$ cat src/rtl/uart_lite_pkg.sv
package uart_lite_pkg;

  // Sampling ticks per serial bit
  localparam int TICKS_PER_BIT = 8;

  // Register indices taken from paddr[3:2]
  localparam int IDX_DATA = 0;
  localparam int IDX_DIV  = 1;
  localparam int IDX_STAT = 2;

  // Receiver states; LOAD is the one-cycle transfer into the holding register
  typedef enum logic [1:0] {
    RX_IDLE  = 2'b00,
    RX_SHIFT = 2'b01,
    RX_LOAD  = 2'b10,
    RX_STOP  = 2'b11
  } rx_state_t;

endpackage

$ cat src/rtl/uart_lite_tick.sv
module uart_lite_tick #(
  parameter int DIV_W = 16
) (
  input  logic             clk,
  input  logic             rst,
  input  logic [DIV_W-1:0] div,
  output logic             tick
);

  logic [DIV_W-1:0] cnt_q;

  // Free-running down counter: one tick every max(div,1) clocks
  always_ff @(posedge clk) begin
    if (rst) begin
      cnt_q <= '0;
      tick  <= 1'b0;
    end else begin
      tick <= (cnt_q == '0);
      if (cnt_q == '0)
        cnt_q <= (div == '0) ? '0 : div - 1'b1;
      else
        cnt_q <= cnt_q - 1'b1;
    end
  end

endmodule

$ cat src/rtl/uart_lite_tx.sv
module uart_lite_tx #(
  parameter int DATA_W = 8,
  parameter int TICKS  = 8
) (
  input  logic              clk,
  input  logic              rst,
  input  logic              tick,
  input  logic              start,
  input  logic [DATA_W-1:0] data,
  output logic              txd,
  output logic              ready
);

  localparam int CNT_W = $clog2(TICKS);
  localparam int BIT_W = $clog2(DATA_W + 2);

  logic              busy_q;
  logic [CNT_W-1:0]  tcnt_q;
  logic [BIT_W-1:0]  bitn_q;
  logic [DATA_W:0]   frame_q;   // data bits then stop bit

  assign ready = !busy_q;

  always_ff @(posedge clk) begin
    if (rst) begin
      busy_q  <= 1'b0;
      tcnt_q  <= '0;
      bitn_q  <= '0;
      frame_q <= '1;
      txd     <= 1'b1;
    end else if (!busy_q) begin
      txd <= 1'b1;
      if (start) begin
        busy_q  <= 1'b1;
        tcnt_q  <= '0;
        bitn_q  <= '0;
        frame_q <= {1'b1, data};
        txd     <= 1'b0;          // start bit
      end
    end else if (tick) begin
      if (tcnt_q == CNT_W'(TICKS - 1)) begin
        tcnt_q <= '0;
        if (bitn_q == BIT_W'(DATA_W + 1)) begin
          busy_q <= 1'b0;         // stop bit fully driven
          txd    <= 1'b1;
        end else begin
          txd     <= frame_q[0];
          frame_q <= {1'b1, frame_q[DATA_W:1]};
          bitn_q  <= bitn_q + 1'b1;
        end
      end else begin
        tcnt_q <= tcnt_q + 1'b1;
      end
    end
  end

  AST_READY_DROP: assert property (@(posedge clk) disable iff (rst)
    (start && ready) |=> !ready);
  AST_TXD_IDLE_HIGH: assert property (@(posedge clk) disable iff (rst)
    (ready && $past(ready)) |-> txd);

endmodule

$ cat src/rtl/uart_lite_rx.sv
module uart_lite_rx
  import uart_lite_pkg::*;
#(
  parameter int DATA_W = 8,
  parameter int TICKS  = 8,
  parameter int SYNC_N = 2
) (
  input  logic              clk,
  input  logic              rst,
  input  logic              tick,
  input  logic              rxd,
  output logic              load,
  output logic [DATA_W-1:0] data
);

  localparam int CNT_W = $clog2(TICKS);
  localparam int BIT_W = $clog2(DATA_W);

  logic [SYNC_N-1:0] sync_q;
  logic              rx_s;
  rx_state_t         state_q;
  logic [CNT_W-1:0]  tcnt_q;
  logic [BIT_W-1:0]  bitn_q;
  logic [DATA_W-1:0] shreg_q;

  // Input synchronizer, reset to the idle level
  always_ff @(posedge clk) begin
    if (rst) sync_q <= '1;
    else     sync_q <= {sync_q[SYNC_N-2:0], rxd};
  end
  assign rx_s = sync_q[SYNC_N-1];

  assign load = (state_q == RX_LOAD);
  assign data = shreg_q;

  always_ff @(posedge clk) begin
    if (rst) begin
      state_q <= RX_IDLE;
      tcnt_q  <= '0;
      bitn_q  <= '0;
      shreg_q <= '0;
    end else begin
      case (state_q)
        RX_IDLE: if (tick) begin
          if (rx_s) begin
            tcnt_q <= '0;
          end else if (tcnt_q == CNT_W'(TICKS/2 - 1)) begin
            state_q <= RX_SHIFT;   // start bit confirmed at mid-bit
            tcnt_q  <= '0;
            bitn_q  <= '0;
          end else begin
            tcnt_q <= tcnt_q + 1'b1;
          end
        end
        RX_SHIFT: if (tick) begin
          if (tcnt_q == CNT_W'(TICKS - 1)) begin
            tcnt_q  <= '0;
            shreg_q <= {rx_s, shreg_q[DATA_W-1:1]};
            if (bitn_q == BIT_W'(DATA_W - 1)) state_q <= RX_LOAD;
            else                              bitn_q  <= bitn_q + 1'b1;
          end else begin
            tcnt_q <= tcnt_q + 1'b1;
          end
        end
        RX_LOAD: state_q <= RX_STOP;
        RX_STOP: if (tick && rx_s) begin
          state_q <= RX_IDLE;      // line back at idle level
          tcnt_q  <= '0;
        end
        default: state_q <= RX_IDLE;
      endcase
    end
  end

  AST_STOP_WAITS_HIGH: assert property (@(posedge clk) disable iff (rst)
    (state_q == RX_STOP && !rx_s) |=> (state_q == RX_STOP));
  AST_SINGLE_LOAD: assert property (@(posedge clk) disable iff (rst)
    load |=> !load);

endmodule

$ cat src/rtl/apb_uart_lite.sv
module apb_uart_lite
  import uart_lite_pkg::*;
#(
  parameter int          ADDR_W  = 4,
  parameter int          BUS_W   = 32,
  parameter int          DATA_W  = 8,
  parameter int          DIV_W   = 16,
  parameter int          SYNC_N  = 2,
  parameter logic [15:0] DEF_DIV = 16'd27
) (
  input  logic              clk,
  input  logic              rst,
  input  logic              psel,
  input  logic              penable,
  input  logic              pwrite,
  input  logic [ADDR_W-1:0] paddr,
  input  logic [BUS_W-1:0]  pwdata,
  output logic [BUS_W-1:0]  prdata,
  input  logic              rxd,
  output logic              txd
);

  localparam int IDX_W = ADDR_W - 2;

  logic [IDX_W-1:0]  idx;
  logic              setup_ph, wr_acc, rd_acc;
  logic              tx_start, rd_clear;
  logic              tick, tx_ready, rx_load;
  logic [DATA_W-1:0] rx_data;
  logic [DIV_W-1:0]  div_q;
  logic [DATA_W-1:0] hold_q;
  logic              rx_valid, rx_ovf, setup_load_q;
  logic              unused_bits;

  assign idx      = paddr[ADDR_W-1:2];
  assign setup_ph = psel && !penable;
  assign wr_acc   = psel && penable && pwrite;
  assign rd_acc   = psel && penable && !pwrite;
  assign tx_start = wr_acc && (idx == IDX_W'(IDX_DATA)) && tx_ready;
  assign rd_clear = rd_acc && (idx == IDX_W'(IDX_DATA));
  assign unused_bits = ^{paddr[1:0], pwdata[BUS_W-1:DIV_W]};

  uart_lite_tick #(.DIV_W(DIV_W)) u_tick (
    .clk (clk), .rst (rst), .div (div_q), .tick (tick)
  );

  uart_lite_tx #(.DATA_W(DATA_W), .TICKS(TICKS_PER_BIT)) u_tx (
    .clk (clk), .rst (rst), .tick (tick), .start (tx_start),
    .data (pwdata[DATA_W-1:0]), .txd (txd), .ready (tx_ready)
  );

  uart_lite_rx #(.DATA_W(DATA_W), .TICKS(TICKS_PER_BIT), .SYNC_N(SYNC_N)) u_rx (
    .clk (clk), .rst (rst), .tick (tick), .rxd (rxd),
    .load (rx_load), .data (rx_data)
  );

  // Divider register
  always_ff @(posedge clk) begin
    if (rst)                                      div_q <= DIV_W'(DEF_DIV);
    else if (wr_acc && idx == IDX_W'(IDX_DIV))    div_q <= pwdata[DIV_W-1:0];
  end

  // Read data is captured in the setup phase so it is a register in access
  always_ff @(posedge clk) begin
    if (rst) begin
      prdata       <= '0;
      setup_load_q <= 1'b0;
    end else if (setup_ph) begin
      setup_load_q <= rx_load;
      if (pwrite) prdata <= prdata;
      else begin
        case (idx)
          IDX_W'(IDX_DATA): prdata <= BUS_W'(hold_q);
          IDX_W'(IDX_DIV):  prdata <= BUS_W'(div_q);
          IDX_W'(IDX_STAT): prdata <= BUS_W'({tx_ready, rx_ovf, rx_valid});
          default:          prdata <= '0;
        endcase
      end
    end
  end

  // Holding register and receive flags
  always_ff @(posedge clk) begin
    if (rst) begin
      hold_q   <= '0;
      rx_valid <= 1'b0;
      rx_ovf   <= 1'b0;
    end else if (rx_load) begin
      hold_q   <= rx_data;
      rx_valid <= 1'b1;
      // A read finishing now has taken the old byte: no overflow
      rx_ovf   <= rd_clear ? 1'b0 : rx_valid;
    end else if (rd_clear) begin
      // A byte loaded at this read's setup edge was not delivered: keep it
      rx_valid <= setup_load_q;
      rx_ovf   <= 1'b0;
    end
  end

  AST_OVF_NEEDS_VALID: assert property (@(posedge clk) disable iff (rst)
    rx_ovf |-> rx_valid);
  AST_NO_LOST_BYTE: assert property (@(posedge clk) disable iff (rst)
    (rx_load && rd_clear) |=> (rx_valid && !rx_ovf));
  AST_READ_CLEARS: assert property (@(posedge clk) disable iff (rst)
    (rd_clear && !rx_load && !setup_load_q) |=> (!rx_valid && !rx_ovf));
  AST_SETUP_NO_EFFECT: assert property (@(posedge clk) disable iff (rst)
    (!(psel && penable) && !rx_load) |=> ($stable(rx_valid) && $stable(div_q)));

endmodule

$ cat config.mk
export PLATFORM = sky130hd
export DESIGN_NAME = apb_uart_lite
export DESIGN_NICKNAME = d
export VERILOG_FILES = /design/src/rtl/uart_lite_pkg.sv /design/src/rtl/uart_lite_tick.sv /design/src/rtl/uart_lite_tx.sv /design/src/rtl/uart_lite_rx.sv /design/src/rtl/apb_uart_lite.sv
export SDC_FILE = /design/constraint.sdc
export NUM_CORES = 1
export LEC_CHECK = 0
export BUFFER_PORTS_ARGS = -buffer_cell sky130_fd_sc_hd__buf_2
export CORE_UTILIZATION = 51
export DETAILED_ROUTE_END_ITERATION = 8
export GPL_TIMING_DRIVEN = 0
export PLACE_DENSITY = 0.84
export SETUP_SLACK_MARGIN = 0.4
export SLEW_MARGIN = 20
export SYNTH_ARGS = -nofsm -noshare
export SYNTH_HDL_FRONTEND = slang
export SYNTH_SLANG_ARGS = --single-unit
$ cat constraint.sdc
create_clock -name clk -period 2.2 [get_ports clk]
set_clock_uncertainty 0.15 [all_clocks]
set_input_delay 0.44 -clock clk [delete_from_list [all_inputs] [get_ports clk]]
set_output_delay 0.44 -clock clk [all_outputs]
set_load 0.05 [all_outputs]
Word level (Yosys, flattened, before mapping)

Index checks and enable logic that the tools add are counted.
W data, S select, Z words.

Bits in read-only memories: 0
Input port bits: 42
Word-level logic and storage cells: 128
Register bits after elaboration: 112
Latch bits: 0
RAM bits: 0
Memories kept: 0

Reductions and logical operators: 28
Multipliers: 0
Order comparisons: 0
Bitwise operators: 1
Equality and inequality tests: 21
Multiplexer cells: 54
$add $sub $neg: 6
Divide/modulo/power cells: 0
Shift-type cells: 0

Operators by type and width:

| cell                    | number |
|---|---|
| $mux W3                 | 16 |
| $pmux W16 S3            | 1 |
| $mux W9                 | 5 |
| $logic_not A16 Y1       | 2 |
| $mux W16                | 2 |
| $sub A16 B1 Y16 const B | 2 |
| $mux W4                 | 5 |
| $mux W1                 | 15 |
| $mux W2                 | 7 |
| $ne A2 B2 Y1 const B    | 7 |
| $reduce_and A7 Y1       | 2 |
| $add A3 B1 Y3 const B   | 3 |
| $eq A3 B3 Y1 const B    | 3 |
| $logic_and A1 B1 Y1     | 9 |
| $pmux W3 S3             | 1 |
| $ne A2 B1 Y1 const B    | 4 |
| $pmux W2 S4             | 1 |
| $reduce_and A4 Y1       | 2 |
| $eq A2 B2 Y1 const B    | 3 |
| $pmux W3 S2             | 1 |
| $reduce_and A2 Y1       | 3 |
| $reduce_bool A2 Y1      | 3 |
| $add A4 B1 Y4 const B   | 1 |
| $eq A2 B1 Y1 const B    | 2 |
| other kinds (7)         | 10 |

Longest topological paths before layout

Depth in word-level cells: 6
Depth in mapped cells: 8
Depth with buffers taken out: 6

Cells and area by module

From an unflattened synthesis, not the netlist that was laid out.

Cell total of the unflattened synthesis: 546
Area total of the unflattened synthesis: 4,952.2 um2

By module, submodules not included:

| module         | cells each | times used | area each (um2) |
|---|---|---|---|
| apb_uart_lite  | 203        | 1          | 1,950.6 |
| uart_lite_tick | 144        | 1          | 1,189.9 |
| uart_lite_rx   | 100        | 1          | 928.4 |
| uart_lite_tx   | 99         | 1          | 883.3 |

Worst setup path before layout

Ideal clock, no wire load.

Path kind: input port to flip-flop
Start point: input port paddr[3]
End point: register u_tx.frame_q[2]
Stages: 7
Buffers on the path: 3
Setup time: 129 ps
Arrival: 1,958 ps
Slack: -38 ps
Cells stage by stage: clkbuf_1 -> or2_2 -> clkbuf_1 -> o32ai_2 -> buf_4 -> mux2i_1 -> nand2_1

Word-level cells in the longest chain between the ends: 5

RTL lines:

| element                             | line                | text |
|---|---|---|
| start, declared                     | apb_uart_lite.sv:16 | `input logic [ADDR_W-1:0] paddr,` |
| $logic_not A2 Y1                    | apb_uart_lite.sv:39 | `assign tx_start = wr_acc && (idx == IDX_W'(IDX_DATA)) && tx_ready;` |
| $logic_and A1 B1 Y1 (2 in series)   | apb_uart_lite.sv:39 |  |
| $reduce_bool A2 Y1 (no source line) | -                   |  |
| $reduce_and A4 Y1 (no source line)  | -                   |  |
| end signal, assigned                | uart_lite_tx.sv:37  | `frame_q <= {1'b1, data};` |
| end signal, assigned                | uart_lite_tx.sv:48  | `frame_q <= {1'b1, frame_q[DATA_W:1]};` |
| end, declared                       | uart_lite_tx.sv:20  | `logic [DATA_W:0] frame_q;` |

Every way passes these cells.
A chain may end at the register's enable or synchronous reset.

Worst setup path after layout

Start point: register u_tick.cnt_q[4]
End point: register u_tick.cnt_q[8]

Word-level cells in the longest chain between the ends: 2

RTL lines:

| element                                                     | line                                       | text |
|---|---|---|
| start, declared                                             | uart_lite_tick.sv:10                       | `logic [DIV_W-1:0] cnt_q;` |
| start signal, assigned                                      | uart_lite_tick.sv:20                       | `cnt_q <= (div == '0) ? '0 : div - 1'b1;` |
| start signal, assigned                                      | uart_lite_tick.sv:22                       | `cnt_q <= cnt_q - 1'b1;` |
| $sub A16 B1 Y16 / $logic_not A16 Y1 (equally long branches) | uart_lite_tick.sv:22, uart_lite_tick.sv:19 |  |
| $mux W16 (*)                                                | uart_lite_tick.sv:19                       | `if (cnt_q == '0)` |

Mark *: on every way between the ends. The rest lies on a longest branch, timed or not.

==> results.md <==
* Status: finished with violations
* Failing checks: negative setup slack
* Cell count after placement at approximately 720
* Unrepaired setup endpoints after global routing: yes
* Via count of the first global-routing pass at roughly 4k
* Count of input and output buffers at 38
* Routed wire length on met2 at approximately 6.7 mm
* Cell type with the highest aggregate area in the netlist: dfxtp_1
* Register-to-Register Path Depth at 7
* Detailed-router iteration count before antenna repair at 5
* Final critical-path required period at between 2 and 2.5 ns
* Area of the core region at approximately 0.0092 sq mm
* Count of boundary I/O pins at 75
* Final hold viol count at 0
* Net count, final at slightly above 700
* Cells taking the most area after synthesis: dfxtp_1 (39%), mux2i_1 (7.0%), a21oi_1 (4.7%)
* Clock latency on the worst-skew pair at roughly 0.37 ns
* Sequential fraction of the synthesis area at 0.394
* Combinational power share at 0.402
* Proportion of layout cells with a drive suffix above 1 at 0.324
* Number of buffers added to fix hold violations after cts at 0
* Grt ovf at 0
* Die footprint at 0.00986 sq mm
* Crit path capture: u_tick.cnt_q[8]
* Max Transition Viols Final at 0
* Starting density of the core at 0.525
* Synth async-reset ratio at 0
* Total of warnings raised by yosys at 0
* Maximum buffer depth of the clock tree at 2
* Post-route clock period utilization at 1.02
* Areal power density over the cells at slightly above 900 mW/mm^2
* Worst path arrival time at 2.38 ns
* Vias per cell at 5.67
* Mapped cell area at about 0.0048 sq mm
* Setup ws final at -0.0420 ns
* # rows at 35
* Share of power burned in registers at 0.362
* First element of the critical path: u_tick.cnt_q[4]
* Max-slew headroom at 0.549
* DP Wirelength at between 8 and 9 mm
* Width of the chip at 99.3 um
* Final Cell Area at slightly above 0.006 sq mm
* Average footprint of a synthesized cell at around 8.6 sq um
* Total placed instance area at around 0.0054 sq mm
* Clock tree from TritonCTS: built
* Detail Route met3 WL at 594 um
* CTS clock-pin slew for the worst setup and hold paths at around 0.1 ns
* Synth top area share at 0.394
* Endpoints failing setup at 5
* Detailed-route DRC error count at 0
* Total Neg Setup Slack at -0.185 ns
* Start of the worst register-to-register path: u_tick.cnt_q[4]
* Classification of the worst setup path: flip-flop to flip-flop
* Gate Count Post-Synth at 560
* Htree depth at 3
* Total via count in the routed design at 4372
* Last weighted congestion value of the routability-driven placer at approximately 0.86
* Number of sinks on the clock net at 95
* Antenna Cells at 0
* Metal1 wirelength at ~5 mm
* Register-to-Register Setup Slack at -0.04 ns
* Sum of routed wire length over all layers at about 13 mm
* Storage cell area at between 0.0015 and 0.002 sq mm
* Num CTS Buffers at 9
* Switching Fraction at 0.345
* Worst setup SP type: flip-flop
* Highest ir drop seen on vdd at about 0.58 mV
* Share of the core filled with cells at 0.674
* Largest fanout of any net on the critical path at 6
* Critical hold path startpoint: rxd
* Worst Setup End Kind: flip-flop
* Number of max-capacitance violations reported at 0
* DRC marker count from the first detailed-route iteration at 305
* Dominant register cell in the synthesized netlist: dfxtp_1
* Number of filler instances in the final layout at 691
* Global Route Usage Sum at 0.249
* Share of total power in the clock network at 0.235
* Antenna-violating nets left at 0
* Transition time of the tightest slew-check pin at 0.676 ns
* Required time of the critical path at between 2 and 2.5 ns
* Number of antenna violations at the first check in global routing at 0
* Count of placed standard cells in the final layout, fillers left out at between 700 and 800
* Dominant cell by count in the synthesized netlist: dfxtp_1
* Largest net degree at the start of global routing at 18
* CTS root buf: clkbuf_8
* Worst setup timing slack at the placement stage at -0.0810 ns
* Highest metal used: met4
* Relative area change from synthesis to final layout at 28.3%
* Detail-routed net length per standard cell at 16.4 um
* End of the worst register-to-register path: u_tick.cnt_q[8]
* FMAX at approximately 0.45 GHz
* Worst hold-check slack at 0.102 ns
* First-pass GRT wire length at about 19 mm
* Internal power at about 3.7 mW
* Number of distinct library cell variants in the gate-level netlist after synthesis at 60
* EDFF count, synth at 0
* Static Leakage at 2.44 nW
* Class of the tightest hold or removal check: input port to flip-flop
* Overall power after layout at 5.64 mW
* Switching power summed over all nets at 1.94 mW
* Flop and latch count out of synthesis at 95
* Total area of multi-input combinational cells at between 0.002 and 0.003 sq mm
* Most frequent cells after synthesis: dfxtp_1 (95), nand2_1 (59), nor2_1 (46), a21oi_1 (45), mux2i_1 (34)
* Vertical die dimension at ~100 um
[final cells by class]
| class | instances | area share |
|---|---|---|
| sequential | 95 | 0.311 |
| clock inverter | 7 | 0.0166 |
| buffer | 57 | 0.0636 |
| tap | 111 | 0.0224 |
| inverter | 17 | 0.0113 |
| timing repair buffer | 69 | 0.0711 |
| multi-input combinational | 406 | 0.484 |
| clock buffer | 9 | 0.0200 |
[worst min-delay path by stage]
stage	cells past startpoint	end
after floorplan	1	u_rx.sync_q[1]
after global placement	1	u_rx.sync_q[1]
after detailed placement	1	u_rx.sync_q[1]
after CTS	2	u_rx.sync_q[0]
after global routing	2	u_rx.sync_q[0]
final	2	u_rx.sync_q[0]
[flip-flops by register name, summed over array words and instances, names as in the netlist, 4 cells and up]
| name | cells |
|---|---|
| u_tick.cnt_q | 16 |
| div_q | 16 |
| u_rx.data | 8 |
| u_tx.bitn_q | 4 |
| prdata | 16 |
| u_tx.frame_q | 8 |
| hold_q | 8 |
[layer usage]
metal,track usage,vias to the layer above
met1,0.298,2076
met3,0.0492,26
li1,-,2142
met2,0.448,128
met5,0,-
met4,0.0792,0
[layout by cell type (no fill, tap or decap), types with 7 or more instances in the layout]
cell type / n
o21ai_0: 11
buf_6: 10
clkbuf_8: 10
clkbuf_1: 17
dfxtp_2: 11
nor3_1: 16
buf_2: 43
a21oi_1: 44
dfxtp_1: 81
mux2_2: 10
inv_1: 12
nor2_1: 45
nand2_1: 58
conb_1: 16
mux2i_1: 34
ha_1: 7
o211ai_1: 7
nor4_1: 7
xnor2_1: 10
nand3_1: 18
buf_4: 40
ha_4: 8
[cells by family (layout without fill, tap and decap cells)]
group | count (synthesis) | in the layout | share of synthesized area
AO/OA/AOI/OAI | 105 | 105 | 0.142
XOR/XNOR | 16 | 16 | 0.0290
adder cells (fa/ha/maj) | 18 | 18 | 0.0466
buffers and inverters | 74 | 159 | 0.0751
flip-flops | 95 | 95 | 0.394
multiplexers | 44 | 44 | 0.0938
other | 1 | 16 | 0.000777
AND/OR/NAND/NOR | 207 | 207 | 0.219
[what timing repair did]
action	4_1_cts	5_1_grt
pin swaps	18	10
buffers inserted	16	13
resized for setup	52	53
gates cloned	1	1
hold endpoints to repair	0	0
endpoints found under the setup margin	48	46
[power groups by stage]
| stage | registers (mW) | logic (mW) | clock network, mW |
|---|---|---|---|
| 2_1_floorplan | 2.03 | 1.31 | 0 |
| 3_3_place_gp | 2.04 | 1.53 | 0 |
| 3_5_place_dp | 2.05 | 1.57 | 0 |
| 4_1_cts | 2.03 | 1.99 | 1.32 |
| 5_1_grt | 2.06 | 2.44 | 1.41 |
| 6_report | 2.04 | 2.27 | 1.33 |
[critical path, stage by stage (launching register included)]
cell and delay, ns:
dfxtp_2 0.33, buf_6 0.10, or4_4 0.47, buf_6 0.13, or4_4 0.55, buf_8 0.15
buf_6 0.13, a211oi_2 0.16
Power figures use the tool's default switching activity.
